### src/rtl/can_ifs_pkg.sv
package can_ifs_pkg;

    localparam logic LVL_REC = 1'b1;
    localparam logic LVL_DOM = 1'b0;

    typedef enum logic [2:0] {
        FLD_WAIT    = 3'd0,
        FLD_IDLE    = 3'd1,
        FLD_FRAME   = 3'd2,
        FLD_INTERM  = 3'd3,
        FLD_ERRFLAG = 3'd4,
        FLD_OVLFLAG = 3'd5,
        FLD_TAIL    = 3'd6,
        FLD_DELIM   = 3'd7
    } field_e;

    typedef enum logic [1:0] {
        CNT_HOLD = 2'd0,
        CNT_CLR  = 2'd1,
        CNT_INC  = 2'd2,
        CNT_ONE  = 2'd3
    } cnt_op_e;

    typedef struct packed {
        field_e  nxt;
        cnt_op_e op;
        logic    ovl_inc;
        logic    ovl_clr;
        logic    form_p;
        logic    ovl_p;
        logic    latch_psv;
    } step_t;

    function automatic int max_of(input int a, input int b);
        return (a > b) ? a : b;
    endfunction

    function automatic step_t step_hold(input field_e cur);
        step_t s;
        s.nxt       = cur;
        s.op        = CNT_HOLD;
        s.ovl_inc   = 1'b0;
        s.ovl_clr   = 1'b0;
        s.form_p    = 1'b0;
        s.ovl_p     = 1'b0;
        s.latch_psv = 1'b0;
        return s;
    endfunction

endpackage

### src/rtl/can_ifs_bitcnt.sv
module can_ifs_bitcnt
    import can_ifs_pkg::*;
#(
    parameter int CNT_W = 4
) (
    input  logic             clk,
    input  logic             rst,
    input  cnt_op_e          op,
    output logic [CNT_W-1:0] cnt
);

    always_ff @(posedge clk) begin
        if (rst) begin
            cnt <= '0;
        end else begin
            case (op)
                CNT_CLR:  cnt <= '0;
                CNT_INC:  cnt <= cnt + 1'b1;
                CNT_ONE:  cnt <= CNT_W'(1);
                default:  cnt <= cnt;
            endcase
        end
    end

endmodule

### src/rtl/can_ifs_ovl_guard.sv
module can_ifs_ovl_guard #(
    parameter int MAX_OVL = 2
) (
    input  logic clk,
    input  logic rst,
    input  logic inc,
    input  logic clr,
    output logic ovl_ok
);

    localparam int OW = $clog2(MAX_OVL + 1);
    localparam logic [OW-1:0] LIMIT = OW'(MAX_OVL);

    logic [OW-1:0] seen;

    always_ff @(posedge clk) begin
        if (rst) begin
            seen <= '0;
        end else if (clr) begin
            seen <= '0;
        end else if (inc && (seen != LIMIT)) begin
            seen <= seen + 1'b1;
        end
    end

    assign ovl_ok = (seen < LIMIT);

endmodule

### src/rtl/can_ifs_fsm.sv
module can_ifs_fsm
    import can_ifs_pkg::*;
#(
    parameter int CNT_W       = 4,
    parameter int INTERM_BITS = 3,
    parameter int FLAG_BITS   = 6,
    parameter int DELIM_BITS  = 8,
    parameter int IDLE_RUN    = 11
) (
    input  logic             clk,
    input  logic             rst,
    input  logic             bit_stb,
    input  logic             rx_bit,
    input  logic             frame_end,
    input  logic             err_det,
    input  logic             err_passive,
    input  logic [CNT_W-1:0] cnt,
    input  logic             ovl_ok,
    output field_e           field,
    output step_t            step,
    output logic             flag_psv,
    output logic             form_p_q,
    output logic             ovl_p_q
);

    localparam logic [CNT_W-1:0] LAST_INT  = CNT_W'(INTERM_BITS - 1);
    localparam logic [CNT_W-1:0] LAST_FLAG = CNT_W'(FLAG_BITS - 1);
    localparam logic [CNT_W-1:0] LAST_DEL  = CNT_W'(DELIM_BITS - 1);
    localparam logic [CNT_W-1:0] LAST_RUN  = CNT_W'(IDLE_RUN - 1);

    logic rec;
    assign rec = (rx_bit == LVL_REC);

    function automatic step_t to_error(input field_e cur, input logic form);
        step_t s;
        s           = step_hold(cur);
        s.nxt       = FLD_ERRFLAG;
        s.op        = CNT_CLR;
        s.ovl_clr   = 1'b1;
        s.form_p    = form;
        s.latch_psv = 1'b1;
        return s;
    endfunction

    function automatic step_t to_overload(input field_e cur, input logic ok);
        step_t s;
        if (ok) begin
            s         = step_hold(cur);
            s.nxt     = FLD_OVLFLAG;
            s.op      = CNT_CLR;
            s.ovl_inc = 1'b1;
            s.ovl_p   = 1'b1;
        end else begin
            s = to_error(cur, 1'b1);
        end
        return s;
    endfunction

    always_comb begin
        step = step_hold(field);
        if (bit_stb) begin
            if (err_det && (field != FLD_ERRFLAG)) begin
                step = to_error(field, 1'b0);
            end else begin
                case (field)
                    FLD_WAIT: begin
                        if (!rec) begin
                            step.op = CNT_CLR;
                        end else if (cnt == LAST_RUN) begin
                            step.nxt = FLD_IDLE;
                            step.op  = CNT_CLR;
                        end else begin
                            step.op = CNT_INC;
                        end
                    end
                    FLD_IDLE: begin
                        if (!rec) begin
                            step.nxt = FLD_FRAME;
                            step.op  = CNT_CLR;
                        end
                    end
                    FLD_FRAME: begin
                        if (frame_end) begin
                            step.nxt     = FLD_INTERM;
                            step.op      = CNT_CLR;
                            step.ovl_clr = 1'b1;
                        end
                    end
                    FLD_INTERM: begin
                        if (rec) begin
                            if (cnt == LAST_INT) begin
                                step.nxt = FLD_IDLE;
                                step.op  = CNT_CLR;
                            end else begin
                                step.op = CNT_INC;
                            end
                        end else if (cnt == LAST_INT) begin
                            step.nxt = FLD_FRAME;
                            step.op  = CNT_CLR;
                        end else begin
                            step = to_overload(field, ovl_ok);
                        end
                    end
                    FLD_ERRFLAG, FLD_OVLFLAG: begin
                        if (cnt == LAST_FLAG) begin
                            step.nxt = FLD_TAIL;
                            step.op  = CNT_CLR;
                        end else begin
                            step.op = CNT_INC;
                        end
                    end
                    FLD_TAIL: begin
                        if (rec) begin
                            step.nxt = FLD_DELIM;
                            step.op  = CNT_ONE;
                        end
                    end
                    FLD_DELIM: begin
                        if (rec) begin
                            if (cnt == LAST_DEL) begin
                                step.nxt = FLD_INTERM;
                                step.op  = CNT_CLR;
                            end else begin
                                step.op = CNT_INC;
                            end
                        end else if (cnt == LAST_DEL) begin
                            step = to_overload(field, ovl_ok);
                        end else begin
                            step = to_error(field, 1'b1);
                        end
                    end
                    default: step = step_hold(field);
                endcase
            end
        end
    end

    always_ff @(posedge clk) begin
        if (rst) begin
            field    <= FLD_WAIT;
            flag_psv <= 1'b0;
            form_p_q <= 1'b0;
            ovl_p_q  <= 1'b0;
        end else begin
            field    <= step.nxt;
            form_p_q <= step.form_p;
            ovl_p_q  <= step.ovl_p;
            if (step.latch_psv) begin
                flag_psv <= err_passive;
            end
        end
    end

endmodule

### src/rtl/can_ifs_seq.sv
module can_ifs_seq
    import can_ifs_pkg::*;
#(
    parameter int INTERM_BITS = 3,
    parameter int FLAG_BITS   = 6,
    parameter int DELIM_BITS  = 8,
    parameter int IDLE_RUN    = 11,
    parameter int MAX_OVL     = 2
) (
    input  logic       clk,
    input  logic       rst,
    input  logic       bit_stb,
    input  logic       rx_bit,
    input  logic       frame_end,
    input  logic       err_det,
    input  logic       err_passive,
    output logic [2:0] field_o,
    output logic       tx_dom,
    output logic       bus_idle,
    output logic       sof_ok,
    output logic       form_err,
    output logic       ovl_det
);

    localparam int LONGEST = max_of(max_of(INTERM_BITS, FLAG_BITS),
                                    max_of(DELIM_BITS, IDLE_RUN));
    localparam int CNT_W   = $clog2(LONGEST + 1);

    field_e           field;
    step_t            step;
    logic [CNT_W-1:0] cnt;
    logic             ovl_ok;
    logic             flag_psv;

    can_ifs_fsm #(
        .CNT_W      (CNT_W),
        .INTERM_BITS(INTERM_BITS),
        .FLAG_BITS  (FLAG_BITS),
        .DELIM_BITS (DELIM_BITS),
        .IDLE_RUN   (IDLE_RUN)
    ) u_fsm (
        .clk        (clk),
        .rst        (rst),
        .bit_stb    (bit_stb),
        .rx_bit     (rx_bit),
        .frame_end  (frame_end),
        .err_det    (err_det),
        .err_passive(err_passive),
        .cnt        (cnt),
        .ovl_ok     (ovl_ok),
        .field      (field),
        .step       (step),
        .flag_psv   (flag_psv),
        .form_p_q   (form_err),
        .ovl_p_q    (ovl_det)
    );

    can_ifs_bitcnt #(
        .CNT_W(CNT_W)
    ) u_cnt (
        .clk(clk),
        .rst(rst),
        .op (step.op),
        .cnt(cnt)
    );

    can_ifs_ovl_guard #(
        .MAX_OVL(MAX_OVL)
    ) u_ovl (
        .clk   (clk),
        .rst   (rst),
        .inc   (step.ovl_inc),
        .clr   (step.ovl_clr),
        .ovl_ok(ovl_ok)
    );

    assign field_o  = field;
    assign tx_dom   = (field == FLD_OVLFLAG) || ((field == FLD_ERRFLAG) && !flag_psv);
    assign bus_idle = (field == FLD_IDLE);
    assign sof_ok   = (field == FLD_IDLE);

endmodule

### config.mk
export PLATFORM = sky130hd
export DESIGN_NAME = can_ifs_seq
export DESIGN_NICKNAME = d
export VERILOG_FILES = /design/src/rtl/can_ifs_pkg.sv /design/src/rtl/can_ifs_bitcnt.sv /design/src/rtl/can_ifs_ovl_guard.sv /design/src/rtl/can_ifs_fsm.sv /design/src/rtl/can_ifs_seq.sv
export SDC_FILE = /design/constraint.sdc
export NUM_CORES = 1
export LEC_CHECK = 0
export ABC_AREA = 0
export BUFFER_PORTS_ARGS = -buffer_cell sky130_fd_sc_hd__buf_2
export CORE_MARGIN = 3
export CORE_UTILIZATION = 40
export CTS_CLUSTER_SIZE = 25
export DETAILED_ROUTE_END_ITERATION = 10
export HOLD_SLACK_MARGIN = 0.1
export MAX_ROUTING_LAYER = met4
export PLACE_DENSITY = 0.57
export SLEW_MARGIN = 40
export SYNTH_ARGS = -nofsm -noshare
export SYNTH_HDL_FRONTEND = slang
export SYNTH_SLANG_ARGS = --single-unit
### constraint.sdc
create_clock -name clk -period 2.5 [get_ports clk]
set_clock_uncertainty 0.15 [all_clocks]
set_input_delay 0.25 -clock clk [delete_from_list [all_inputs] [get_ports clk]]
set_output_delay 0.25 -clock clk [all_outputs]
set_load 0.02 [all_outputs]
==> flow_summary.json <==
{
  "status": "finished, final reports clean",
  "max-cap-violations": 0,
  "grt_pass1_vias": 952,
  "final_max_slew_viol_count": 0,
  "via_per_inst": 5.75,
  "r2r-end": "u_fsm.field[0]$_SDFFE_PP0P_",
  "die_area_um2": 3230,
  "reg2reg_depth": 6,
  "dp.cells": 165,
  "p_leak_nw": 0.414,
  "place_area_um2": 1080,
  "clk_pin_slew_ps": 80,
  "htreeDepth": 1,
  "cts_buffer_depth": 2,
  "gp_congestion": 0.857,
  "finalPower_mw": 0.491,
  "fp.dieH_um": 56.9,
  "cts_root_buf": "clkbuf_4",
  "peakVddDrop_mv": 0.255,
  "final_area_um2": 1140,
  "portBuffers": 14,
  "hold_viol": 0,
  "pin_count": 15,
  "crit_type": "flip-flop to flip-flop",
  "cts-buffers-inserted": 3,
  "grt.overflow.total": 0,
  "drtIter0Drc": 19,
  "timing.rr.start": "u_fsm.field[2]$_SDFFE_PP0P_",
  "synth_area_um2": 1030,
  "synth_top_area_frac": 0.232,
  "drt_wl_total_um": 2510,
  "final_antenna_net_count": 0,
  "final_core_util": 0.486,
  "drc": 0,
  "crit_path_max_fanout": 23,
  "tightest_slew_ps": 742,
  "synth.most_common_cell": "dfxtp_1",
  "syn-num-nets": 138,
  "yosys-top-cells-area": "dfxtp_1 23%, a21oi_1 5.3%, ha_1 4.8%",
  "dp_hpwl_um": 1850,
  "core_region_area_um2": 2340,
  "start_kind": "flip-flop",
  "synth_edf_count": 0,
  "grt.total_usage": 0.170,
  "fmax_mhz": 437,
  "antenna_found_initial": 0,
  "cts_tree": "done",
  "ys_seq_area_frac": 0.232,
  "drive_above_1_share": 0.238,
  "antennaDiodeCount": 0,
  "r2r_slack_ps": 210,
  "grt_max_degree": 24,
  "synthTopCellsByCount": "12 x dfxtp_1, 11 x a21oi_1, 10 x nand2_1, 9 x inv_1, 9 x nor2_1",
  "start_util": 0.442,
  "ys_async_sr_fraction": 0,
  "finalCritPeriodShare": 0.915,
  "rsz0062_at_grt": "false",
  "wl_per_cell_um": 14.7,
  "crit_arrival_ps": 2350,
  "area_growth_pct": 9.79,
  "relSlewSlack": 0.505,
  "finalSetupTns_ps": 0,
  "startpoint": "u_fsm.field[2]$_SDFFE_PP0P_",
  "grt_first_pass_wirelength_um": 4280,
  "cts_setup_buffers": 0,
  "worstSkewPairLatency_ps": 270,
  "synth_ff_type": "dfxtp_1",
  "endpoint": "u_fsm.field[0]$_SDFFE_PP0P_",
  "drtPass1Iterations": 4,
  "die_x_um": 56.9,
  "cts_sinks": 12,
  "hold_start": "bit_stb",
  "finalNonFillerCells": 171,
  "required_ps": 2570,
  "yosys_warnings": 0,
  "crit_path_end_kind": "flip-flop",
  "ys_types": 48,
  "fp-row-count": 17,
  "ys_ff_latch": 12,
  "min_period_ps": 2290,
  "synthCells": 127,
  "setup_viol": 0,
  "min_path_type": "input port to flip-flop",
  "layout.nets": 155,
  "via_count": 984,
  "power_density_nw_per_um2": 433,
  "yosysTopAreaCell": "dfxtp_1",
  "syn_area_per_cell_um2": 8.15
}
report_power, final:
part / switching, mW / total, mW / internal, mW
clock network: 0.0688 / 0.157 / 0.0885
registers: 0.0187 / 0.216 / 0.197
logic: 0.0647 / 0.118 / 0.0535
total: 0.152 / 0.491 / 0.339
worst max-delay path, cell delays in order, from the launching register on:
cell       delay [ps]
dfxtp_1           810
and4b_2           310
a32oi_2           180
nand2_1            80
nand4bb_4         270
a311o_1           320
a21oi_2           120
state kept, by name, indices dropped and copies added (netlist names):
signal / cells
u_cnt.cnt: 4
u_fsm.field: 3
u_ovl.seen: 2
u_fsm.flag_psv: 1
u_fsm.form_p_q: 1
u_fsm.ovl_p_q: 1
timing repair:
action	4_1_cts	5_1_grt
resized for setup	0	0
hold buffers	2	0
endpoints found under the hold margin	2	0
layer usage:
metal | vias to the layer above | global-route usage | part of all wire
met1 | 462 | 0.226 | 0.50
li1 | 497 | - | -
met2 | 23 | 0.248 | 0.45
met3 | 2 | 0.0345 | 0.045
met5 | - | - | 0
met4 | 0 | 0.0762 | 0.0056
placed cells by master (no fill, tap or decap), types with 3 or more instances in the layout:
cell and n:
buf_4 6, nand2_1 10, o21ai_0 8, nor3_1 4, nor2_1 9, inv_1 9
a21oi_1 11, o211ai_1 5, dfxtp_1 12, clkbuf_4 3, buf_2 14, ha_1 4
nand3b_1 4
through the flow:
stage	setup slack [ps]	hold WS, ps
after floorplan	375	247
after global placement	293	338
after detailed placement	268	344
after CTS	243	160
after global routing	90.6	205
final	213	173
cell type report:
type / count / area (um2)
fillers: 250 / 1200
multi-input cells: 95 / 652
flip-flops and latches: 12 / 240
repair buffers: 22 / 135
inverters: 10 / 37.5
clock buffers: 4 / 36.3
well taps: 28 / 35.0
worst min path at each step:
stage / to / cells past startpoint
2_1_floorplan: u_fsm.flag_psv$_SDFFE_PP0P_ / 2
3_3_place_gp: u_ovl.seen[1]$_SDFFE_PP0P_ / 2
3_5_place_dp: u_ovl.seen[1]$_SDFFE_PP0P_ / 2
4_1_cts: u_ovl.seen[1]$_SDFFE_PP0P_ / 3
5_1_grt: u_ovl.seen[1]$_SDFFE_PP0P_ / 3
6_report: u_ovl.seen[1]$_SDFFE_PP0P_ / 3
kinds of logic (layout without fill, tap and decap cells):
| logic type | after synthesis | count (layout) | share of synthesized area |
|---|---|---|---|
| DFF | 12 | 12 | 0.232 |
| buffers and inverters | 20 | 36 | 0.138 |
| adders and majority gates | 4 | 4 | 0.0484 |
| AOI/OAI and AO/OA | 42 | 42 | 0.288 |
| and+or+nand+nor | 45 | 45 | 0.259 |
| xor gates and xnor gates | 3 | 3 | 0.0254 |
| muxes | 1 | 1 | 0.00967 |
Power figures use the tool's default switching activity.
